$ cat config.mk
export PLATFORM = sky130hd
export DESIGN_NAME = pack_expander
export DESIGN_NICKNAME = d
export VERILOG_FILES = /design/src/rtl/pack_expander_pkg.sv /design/src/rtl/pack_table.sv /design/src/rtl/pack_decode.sv /design/src/rtl/pack_sequencer.sv /design/src/rtl/pack_expander.sv
export SDC_FILE = /design/constraint.sdc
export NUM_CORES = 2
export LEC_CHECK = 0
export BUFFER_PORTS_ARGS = -buffer_cell sky130_fd_sc_hd__buf_2
export CAP_MARGIN = 20
export CORE_MARGIN = 5
export CORE_UTILIZATION = 35
export CTS_CLUSTER_DIAMETER = 150
export DETAILED_ROUTE_END_ITERATION = 10
export HOLD_SLACK_MARGIN = 0.05
export SLEW_MARGIN = 10
export SYNTH_ARGS = -nofsm -noshare
export SYNTH_HDL_FRONTEND = slang
export SYNTH_SLANG_ARGS = --single-unit
$ cat constraint.sdc
create_clock -name clk -period 7.3 [get_ports clk]
set_clock_uncertainty 0.05 [all_clocks]
set_input_delay 1.46 -clock clk [delete_from_list [all_inputs] [get_ports clk]]
set_output_delay 1.46 -clock clk [all_outputs]
set_load 0.005 [all_outputs]
$ cat src/rtl/pack_expander_pkg.sv
package pack_expander_pkg;

   localparam int PACK_SLOTS = 5;

   typedef enum logic [1:0] {
      IMM_NONE    = 2'd0,
      IMM_FROM_F4 = 2'd1,
      IMM_FROM_F5 = 2'd2
   } imm_src_e;

   // per-slot plan: which fields issue as instructions, and where each one's immediate comes from
   typedef struct packed {
      logic [PACK_SLOTS-1:0]       imask;
      logic [PACK_SLOTS-1:0][1:0]  isrc;
   } slot_plan_t;

endpackage

$ cat src/rtl/pack_table.sv
module pack_table #(
   parameter int DATA_W     = 32,
   parameter int IDX_W      = 5,
   parameter bit GUARD_ZERO = 1'b0,
   localparam int DEPTH     = 1 << IDX_W
) (
   input  logic              clk,
   input  logic              rst_n,
   input  logic              we,
   input  logic [IDX_W-1:0]  waddr,
   input  logic [DATA_W-1:0] wdata,
   input  logic [IDX_W-1:0]  raddr,
   output logic [DATA_W-1:0] rdata
);

   logic [DATA_W-1:0] mem_q [DEPTH];
   logic              wr_ok;

   generate
      if (GUARD_ZERO) begin : g_guard
         assign wr_ok = we && (waddr != '0);
      end else begin : g_open
         assign wr_ok = we;
      end
   endgenerate

   always_ff @(posedge clk or negedge rst_n) begin
      if (!rst_n) begin
         for (int e = 0; e < DEPTH; e++) mem_q[e] <= '0;
      end else if (wr_ok) begin
         mem_q[waddr] <= wdata;
      end
   end

   assign rdata = mem_q[raddr];

endmodule

$ cat src/rtl/pack_decode.sv
module pack_decode
   import pack_expander_pkg::*;
#(
   parameter int WORD_W = 32,
   parameter int OPC_W  = 6,
   parameter int IDX_W  = 5,
   parameter logic [OPC_W-1:0] PACK_BASE = 6'h38
) (
   input  logic [WORD_W-1:0]                 word,
   output logic                              is_pack,
   output slot_plan_t                        plan,
   output logic [PACK_SLOTS-1:0][IDX_W-1:0]  flds
);

   localparam int TOP_FLD = WORD_W - OPC_W - 1;

   logic [OPC_W-1:0] opc;
   logic [1:0]       kind;
   logic             sel_s;

   assign opc     = word[WORD_W-1 -: OPC_W];
   assign is_pack = (opc[OPC_W-1:2] == PACK_BASE[OPC_W-1:2]);
   assign kind    = opc[1:0];
   assign sel_s   = word[IDX_W];

   always_comb begin
      for (int k = 0; k < PACK_SLOTS - 1; k++) flds[k] = word[TOP_FLD - k*IDX_W -: IDX_W];
      flds[PACK_SLOTS-1] = word[IDX_W-1:0];
   end

   always_comb begin
      plan.imask = '1;
      plan.isrc  = '0;
      case (kind)
         2'd1: begin
            if (!sel_s) begin
               plan.imask   = 5'b01111;
               plan.isrc[3] = IMM_FROM_F5;
            end else begin
               plan.imask   = 5'b10111;
               plan.isrc[2] = IMM_FROM_F4;
            end
         end
         2'd2: begin
            plan.imask   = 5'b00111;
            plan.isrc[2] = IMM_FROM_F5;
            if (sel_s) plan.isrc[0] = IMM_FROM_F4;
            else       plan.isrc[1] = IMM_FROM_F4;
         end
         2'd3: begin
            plan.imask   = sel_s ? 5'b10111 : 5'b01111;
            plan.isrc[0] = sel_s ? IMM_FROM_F4 : IMM_FROM_F5;
         end
         default: ;
      endcase
   end

endmodule

$ cat src/rtl/pack_sequencer.sv
module pack_sequencer
   import pack_expander_pkg::*;
#(
   parameter int IDX_W = 5
) (
   input  logic                              clk,
   input  logic                              rst_n,
   input  logic                              take_pack,
   input  logic                              take_pass,
   input  slot_plan_t                        plan,
   input  logic [PACK_SLOTS-1:0][IDX_W-1:0]  flds,
   input  logic                              cur_branch,
   output logic                              active,
   output logic                              last,
   output logic                              pass_q,
   output logic [IDX_W-1:0]                  cur_fld,
   output logic [IDX_W-1:0]                  imm_fld,
   output logic                              imm_use
);

   logic [PACK_SLOTS-1:0]             pend_q;
   logic [PACK_SLOTS-1:0][IDX_W-1:0]  fld_q;
   logic [PACK_SLOTS-1:0][1:0]        src_q;

   logic [PACK_SLOTS-1:0] cur_oh, rest, nxt_oh;
   logic [IDX_W-1:0]      nxt_fld;
   logic [1:0]            cur_src;

   always_comb begin
      cur_oh  = pend_q & (~pend_q + 1'b1);
      rest    = pend_q & ~cur_oh;
      nxt_oh  = rest & (~rest + 1'b1);
      cur_fld = '0;
      nxt_fld = '0;
      cur_src = '0;
      for (int i = 0; i < PACK_SLOTS; i++) begin
         if (cur_oh[i]) begin
            cur_fld = cur_fld | fld_q[i];
            cur_src = cur_src | src_q[i];
         end
         if (nxt_oh[i]) nxt_fld = nxt_fld | fld_q[i];
      end
   end

   assign active  = |pend_q;
   // look one field ahead so a trailing no-op costs no cycle
   assign last    = active && ((rest == '0) || (nxt_fld == '0) || cur_branch);
   assign imm_use = active && (cur_src != IMM_NONE);
   assign imm_fld = (cur_src == IMM_FROM_F4) ? fld_q[3] : fld_q[4];

   always_ff @(posedge clk or negedge rst_n) begin
      if (!rst_n) begin
         pend_q <= '0;
         fld_q  <= '0;
         src_q  <= '0;
         pass_q <= 1'b0;
      end else if (take_pack) begin
         pend_q <= (flds[0] != '0) ? plan.imask : '0;
         fld_q  <= flds;
         src_q  <= plan.isrc;
         pass_q <= 1'b0;
      end else if (take_pass) begin
         pend_q <= '0;
         pass_q <= 1'b1;
      end else begin
         pass_q <= 1'b0;
         pend_q <= last ? '0 : rest;
      end
   end

endmodule

$ cat src/rtl/pack_expander.sv
module pack_expander
   import pack_expander_pkg::*;
#(
   parameter int WORD_W = 32,
   parameter int OPC_W  = 6,
   parameter int IDX_W  = 5,
   parameter logic [OPC_W-1:0] PACK_BASE = 6'h38,
   parameter logic [OPC_W-1:0] BR_LO     = 6'h01,
   parameter logic [OPC_W-1:0] BR_HI     = 6'h07
) (
   input  logic              clk,
   input  logic              rst_n,
   input  logic              fetch_valid,
   input  logic [WORD_W-1:0] fetch_word,
   output logic              fetch_ready,
   input  logic              tbl_we,
   input  logic              tbl_sel_imm,
   input  logic [IDX_W-1:0]  tbl_addr,
   input  logic [WORD_W-1:0] tbl_wdata,
   output logic              issue_valid,
   output logic [WORD_W-1:0] issue_instr,
   output logic              issue_imm_valid,
   output logic [WORD_W-1:0] issue_imm
);

   initial begin : param_chk
      assert (WORD_W == OPC_W + PACK_SLOTS*IDX_W + 1) else $error("word width does not fit the pack layout");
      assert (PACK_BASE[1:0] == 2'b00) else $error("pack opcode base must be aligned to four");
      assert (BR_LO <= BR_HI) else $error("branch opcode range is empty");
   end

   logic                              dec_is_pack;
   slot_plan_t                        dec_plan;
   logic [PACK_SLOTS-1:0][IDX_W-1:0]  dec_flds;
   logic                              accept, take_pack, take_pass;
   logic                              seq_active, seq_last, seq_pass, seq_imm_use, cur_branch;
   logic [IDX_W-1:0]                  cur_fld, imm_fld;
   logic [WORD_W-1:0]                 instr_rd, imm_rd, word_q;
   logic [OPC_W-1:0]                  cur_op;

   pack_decode #(
      .WORD_W(WORD_W), .OPC_W(OPC_W), .IDX_W(IDX_W), .PACK_BASE(PACK_BASE)
   ) u_dec (
      .word(fetch_word), .is_pack(dec_is_pack), .plan(dec_plan), .flds(dec_flds)
   );

   assign fetch_ready = !seq_active || seq_last;
   assign accept      = fetch_valid && fetch_ready;
   assign take_pack   = accept && dec_is_pack;
   assign take_pass   = accept && !dec_is_pack;

   pack_sequencer #(.IDX_W(IDX_W)) u_seq (
      .clk(clk), .rst_n(rst_n),
      .take_pack(take_pack), .take_pass(take_pass),
      .plan(dec_plan), .flds(dec_flds), .cur_branch(cur_branch),
      .active(seq_active), .last(seq_last), .pass_q(seq_pass),
      .cur_fld(cur_fld), .imm_fld(imm_fld), .imm_use(seq_imm_use)
   );

   pack_table #(.DATA_W(WORD_W), .IDX_W(IDX_W), .GUARD_ZERO(1'b1)) u_instr_tab (
      .clk(clk), .rst_n(rst_n),
      .we(tbl_we && !tbl_sel_imm), .waddr(tbl_addr), .wdata(tbl_wdata),
      .raddr(cur_fld), .rdata(instr_rd)
   );

   pack_table #(.DATA_W(WORD_W), .IDX_W(IDX_W), .GUARD_ZERO(1'b0)) u_imm_tab (
      .clk(clk), .rst_n(rst_n),
      .we(tbl_we && tbl_sel_imm), .waddr(tbl_addr), .wdata(tbl_wdata),
      .raddr(imm_fld), .rdata(imm_rd)
   );

   assign cur_op     = instr_rd[WORD_W-1 -: OPC_W];
   assign cur_branch = seq_active && (cur_op >= BR_LO) && (cur_op <= BR_HI);

   always_ff @(posedge clk or negedge rst_n) begin
      if (!rst_n)         word_q <= '0;
      else if (take_pass) word_q <= fetch_word;
   end

   assign issue_valid     = seq_active || seq_pass;
   assign issue_instr     = seq_pass ? word_q : instr_rd;
   assign issue_imm_valid = seq_imm_use;
   assign issue_imm       = seq_imm_use ? imm_rd : '0;

endmodule

# Word level (Yosys, flattened, before mapping)
# Index checks and enable logic that the tools add are counted.
# Widths: inputs -> output; s select.
[word_totals] regBits=2119 inputBits=74 word_cells=177
[op_classes] addsub=2 n_lt_le_gt_ge=6 eq_ne=5 muxes=43 bitwise=20 reduce_logical=25
[ops] cell="$bwmux 1024" n=2
[ops] cell="$bmux 32 s5" n=2
[ops] cell="$mux 32" n=7
[ops] cell="$demux 32 s5" n=1
[ops] cell="$mux 5" n=16
[ops] cell="$or 5x5->5" n=8
[ops] cell="$ge 6x6->1 const B" n=3
[ops] cell="$not 5->6" n=3
[ops] cell="$and 5x5->5" n=3
[ops] cell="$not 5->5" n=3
[ops] cell="$mux 2" n=7
[ops] cell="$logic_and 1x1->1" n=11
[ops] cell="$add 5x1->5 const B" n=2
[ops] cell="$logic_not 5->1" n=2
[ops] cell="$pmux 5 s2" n=1
[ops] cell="$reduce_bool 5->1" n=2
[ops] cell="$pmux 2 s2" n=2
[ops] cell="$ge 6x1->1 const B" n=1
[ops] cell="$le 6x3->1 const B" n=1
[ops] cell="$lt 6x1->1 const B" n=1
[ops] cell="$or 2x2->2" n=3
[ops] cell="$mux 1" n=5
[ops] cell="$reduce_or 5->1" n=1
[ops] cell="$eq 2x1->1 const B" n=2
[ops] cell="6 further kinds" n=12

# Logic depth before layout (Yosys ltp)
[depth] word_depth=26 depth_mapped=18

# Cells and area by module
# A second synthesis with hierarchy kept.
[hier_totals] cells_unflattened=7245 hier_area_um2=99001.2
[modules_own_cells] mod="pack_table at u_imm_tab" n_inst=1 cells_each=3447 area_per_inst_um2=47474.3
[modules_own_cells] mod="pack_table at u_instr_tab" n_inst=1 cells_each=3443 area_per_inst_um2=47159.0
[modules_own_cells] mod="pack_sequencer" n_inst=1 cells_each=164 area_per_inst_um2=2050.7
[modules_own_cells] mod="pack_expander" n_inst=1 cells_each=147 area_per_inst_um2=1998.2
[modules_own_cells] mod="pack_decode" n_inst=1 cells_each=44 area_per_inst_um2=319.1

# Worst setup path after synthesis
# Ideal clock, no wire load.
[synth_path] path_kind="register to output" from="reg u_seq.pend_q[1]" to="out issue_imm[30]" arrival_ns=3.255 t_required_ns=5.790 path_slack_ns=2.535 path_stages_with_launch=16 path_buffers=5 path_cell_list="dfrtp_1 > buf_2 > buf_2 > nor2b_1 > a221oi_1 > a21oi_1 > nand2_1 > mux2i_1 > buf_2 > clkbuf_1 > buf_2 > mux4_2 > nand2_1 > nand3_1 > a31oi_1 > nor2_1"
[synth_via] elab_chain_len=15 elab_cells_between_ends=18 classes_between="1 x add/sub; 1 x eq/ne; 8 x mux; 5 x bitwise; 3 x reduce/logical"
[synth_rtl] item="start, declared" line_no="pack_sequencer.sv:21" text="logic [PACK_SLOTS-1:0] pend_q;"
[synth_rtl] item="start signal, assigned" line_no="pack_sequencer.sv:58" text="pend_q <= (flds[0] != '0) ? plan.imask : '0;"
[synth_rtl] item="start signal, assigned" line_no="pack_sequencer.sv:67" text="pend_q <= last ? '0 : rest;"
[synth_rtl] item="$not 5->5" line_no="pack_sequencer.sv:30" text="cur_oh = pend_q & (~pend_q + 1'b1);"
[synth_rtl] item="$add 5x1->5" line_no="pack_sequencer.sv:30"
[synth_rtl] item="$and 5x5->5" line_no="pack_sequencer.sv:30"
[synth_rtl] item="$mux 2" line_no="pack_sequencer.sv:37" text="if (cur_oh[i]) begin"
[synth_rtl] item="$or 2x2->2" line_no="pack_sequencer.sv:39" text="cur_src = cur_src | src_q[i];"
[synth_rtl] item="$mux 2" line_no="pack_sequencer.sv:37"
[synth_rtl] item="$or 2x2->2" line_no="pack_sequencer.sv:39"
[synth_rtl] item="$mux 2" line_no="pack_sequencer.sv:37"
[synth_rtl] item="$eq 2x1->1" line_no="pack_sequencer.sv:49" text="assign imm_fld = (cur_src == IMM_FROM_F4) ? fld_q[3] : fld_q[4];"
[synth_rtl] item="$mux 5" line_no="pack_sequencer.sv:49"
[synth_rtl] item="$not 5->6 (implied by the code)" line_no="pack_table.sv:35" text="assign rdata = mem_q[raddr];"
[synth_rtl] item="$bmux 32 s5" line_no="pack_table.sv:35"
[synth_rtl] item="$mux 32 (implied by the code) (2 in a row)" line_no="pack_table.sv:35"
[synth_rtl] item="$mux 32 (*)" line_no="pack_expander.sv:83" text="assign issue_imm = seq_imm_use ? imm_rd : '0;"
[synth_rtl] item="end, declared" line_no="pack_expander.sv:23" text="output logic [WORD_W-1:0] issue_imm"
# Mark *: on every way between the ends. The rest lies on a longest branch, timed or not. The select of a mux whose other input is x is not followed.

# Worst setup path in the final report
[layout_path] from="reg u_seq.pend_q[1]" to="out issue_imm[0]"
# Same word-level chain as after synthesis.

==> results.tsv <==
stage	metric	value	unit
outcome	status	finished clean	
synth	top_reg_cell synth	dfrtp_1	
synth	largest family of logic cells by synthesized area	multiplexers	
clock_network	# Post-CTS Setup Buffers	0	
synth	sequential area share after synthesis	0.5431	
setup_path	Critical Path Source Type	register	
finish	nets	7616	
sta	Fin Setup TNS	0	ns
sta	Pins Over Slew Limit	0	
sta	setup ws final	0.4000	ns
clock_network	clock latency on the worst-skew pair	0.88	ns
clock_network	Clock Sinks	2117	
clock_network	Root Driver	clkbuf_16	
die	Die Y	537.9	µm
sta	final setup fails	0	
die	Die W	537.9	µm
finish	final cell count without fillers	11430	
finish	FILL cells	25860	
synth	mean post-synth cell area	12.63	µm²
setup_path	Worst path max stage delay	0.84	ns
synth	xor and xnor fraction of the mapped netlist area	0	
place	gpl congestion	0.7916	
clock_network	CTS clock-pin slew for the worst setup and hold paths	0.06	ns
setup_path	CP Cell Sequence	nor2b_1 > a221oi_1 > a21oi_1 > nand2_1 > mux2i_4 > buf_4 > mux4_2 > nand2_1 > a311oi_1 > a31oi_1 > nor2_1 > buf_2	
setup_path	Crit path top cell by count	nand2_1	
detailed_routing	Final ANT Viol Nets	0	
clock_network	hold buffer count at cts	0	
sta	Slew headroom	0.2046	
global_routing	grt ovf	0	
detailed_routing	DRT Pass-1 Iters	6	
die	IO Pins	141	
synth	Distinct cells, synth	63	
global_routing	antenna violations before repair	24	
setup_path	CP startpoint	u_seq.pend_q[1]$_DFF_PN0_	
finish	share of cells above drive strength 1	0.4060	
synth	post-synthesis mux area share	0.3057	
clock_network	post-CTS sizing	0	
synth	Synth Net Count	7798	
sta	Hold Vio Cnt, Final	0	
synth	Yosys warning total	0	
worst_hold_path	min-delay src	u_instr_tab.mem_q[1018]$_DFFE_PN0P_	
setup_path	R2R Path Start	u_seq.pend_q[0]$_DFF_PN0_	
detailed_routing	Starting DRT DRC Count	5281	
setup_path	CP Data Required Time	5.79	ns
synth	dominant cell type by area after synthesis	dfrtp_1	
synth	Yosys top cell area share	0.5431	
clock_network	CTS H-Tree Depth	4	
sta	final worst-path cycle share	0.9452	
flow_run	Max Cap Viol	0	
die	die area	289400	µm²
synth	most common cell in the netlist	dfrtp_1	
clock_network	CTS max path bufs	4	
setup_path	Worst Path Max Fanout	22	
setup_path	CP bufs+invs	2	
power	Leak Pwr	50.04	nW
setup_path	slowest CP cell	mux2i_4	
detailed_routing	via count	63330	
setup_path	CP Capture Type	output port	
place	detailed placement HPWL	168700	µm
die	area of the core	277000	µm²
sta	worst-margin pin slew	1.190	ns
global_routing	number of global-route vias before repair	66030	
detailed_routing	routed wire length	293600	µm
synth	asr flop ratio synth	1.000	
setup_path	CP delay by family, top	compound AO/OA/AOI/OAI gates	
finish	Area growth syn-to-layout	13.19	%
sta	RSZ-0062 raised after global routing	false	
synth	Adder-Cell Fraction of Synth Area	0.0004874	
synth	Simple-Gate Fraction of Synth Area	0.09175	
setup_path	Worst EP arrival	5.39	ns
place	Placement Setup Slack	1.225	ns
die	initial core utilization	0.3522	
synth	Cell Area, Synth	97550	µm²
synth	cell count after synthesis	7721	
place	placed cell count	11000	
detailed_routing	Via density	5.541	
power	Peak VDD IR	225.6	µV
place	port bufs	140	
synth	Area contributors post-synth	dfrtp_1 54%, mux2_2 23%, mux4_2 6.0%, nand2_1 4.9%, nand3_1 2.7%	
clock_network	CTS buffer count	232	
finish	Layout Utilization	0.3987	
detailed_routing	WL/cell	25.69	µm
global_routing	pin count of the biggest net entering global routing	180	
synth	Synth Area in Compound Gates	0.02615	
worst_hold_path	worst min-delay path category	reg2reg	
sta	Final min period	6.900	ns
synth	synth cell count leaders	2,117 x dfrtp_1, 2,025 x mux2_2, 1,274 x nand2_1	
clock_network	CTS tree	done	
power	pwr/cell area	279.2	nW/µm²
global_routing	first-pass GRT wire length	441600	µm
global_routing	Total GRT Usage	0.2001	
synth	number of synthesized flops with an enable pin	0	
synth	Yosys reg bits	2117	
detailed_routing	DRC viols	0	
die	row cnt	193	
sta	Fmax	144.9	MHz
setup_path	critical path start-end classification	reg2out	
[worst reg2reg max path: stages, from the launching register on]
cell	delay, ns
dfrtp_1	0.55
or3_4	0.54
a21oi_2	0.20
or2_4	0.81
buf_4	0.38
mux2i_1	0.11
mux2_2	0.27
o22ai_1	0.30
and4bb_2	0.35
nand3_1	0.10
a31o_2	0.37
nand3b_2	0.86
mux2_1	0.65
[final timing paths]
check / end / slack, ns / cells past startpoint
min in group asynchronous: u_instr_tab.mem_q[454]$_DFFE_PN0P_ / 0.55 / 1
max in group asynchronous: u_instr_tab.mem_q[959]$_DFFE_PN0P_ / 4.78 / 3
worst min-delay path: u_instr_tab.mem_q[1018]$_DFFE_PN0P_ / 0.32 / 0
worst min register to register: u_instr_tab.mem_q[1018]$_DFFE_PN0P_ / 0.32 / 0
worst max register to register: word_q[8]$_DFFE_PN0N_ / 1.62 / 12
worst max-delay path: issue_imm[0] / 0.40 / 12
[where the power goes]
group	leakage, nW	switching (W)	total [W]	internal (W)
clock	3.79	0.00488	0.0118	0.00693
combinational	18.2	0.00248	0.00493	0.00244
sequential	28.1	0.000823	0.0141	0.0133
[routing by layer]
metal | routed length, µm | global-route usage | vias up
met5 | 107 | 0 | -
met4 | 9417 | 0.06016 | 14
met3 | 15280 | 0.02942 | 469
met2 | 138600 | 0.3252 | 1761
met1 | 130200 | 0.2783 | 34090
li1 | - | - | 27000
[kinds of logic after synthesis]
group,Yosys count
flip-flops,2117
multiplexers,2385
adder cells (fa/ha/maj),4
AO/OA/AOI/OAI,344
buffers and inverters,795
AND/OR/NAND/NOR,2076
[final cells by class]
type | instances | area [µm²] | share of cell area
tap | 3705 | 4636 | 0.04198
clock inverter | 67 | 753.2 | 0.006822
multi-input combinational | 4809 | 41950 | 0.3799
antenna | 8 | 20.02 | 0.0001813
timing repair buffer | 365 | 3131 | 0.02835
sequential | 2117 | 52980 | 0.4798
inverter | 14 | 52.55 | 0.0004759
clock buffer | 344 | 6898 | 0.06247
[cells in the final DEF (no fill, tap or decap), drive strengths merged, types with 4 or more instances in the layout]
cell type / instances
nand2b: 4
mux2: 2079
buf: 365
diode: 8
nor2b: 15
clkinv: 41
nor3: 11
mux2i: 47
nand3b: 13
nand4: 19
and2: 5
o2111ai: 8
clkbuf: 344
and3: 87
clkinvlp: 5
dfrtp: 2117
a22oi: 4
a21oi: 45
bufinv: 12
nor2: 96
a32oi: 9
mux4: 259
inv: 23
a311oi: 162
a31oi: 62
nand3: 533
o21ai: 35
nand2: 1274
[registers in the layout, indices dropped and copies added, names as in the netlist]
name / count
u_seq.fld_q: 25
u_seq.src_q: 6
u_seq.pend_q: 5
word_q: 32
u_seq.pass_q: 1
u_imm_tab.mem_q: 1024
u_instr_tab.mem_q: 1024
[through the flow]
step | hold slack [ns] | cell area, µm² | total power [W]
2_1_floorplan | 0.3745 | 97550 | 0.01746
4_1_cts | 0.3283 | 110200 | 0.03109
3_3_place_gp | 0.3108 | 102300 | 0.01900
6_report | 0.3233 | 110400 | 0.03083
5_1_grt | 0.3347 | 110400 | 0.03213
3_5_place_dp | 0.3146 | 102500 | 0.01923
(Power assumes the default switching activity.)
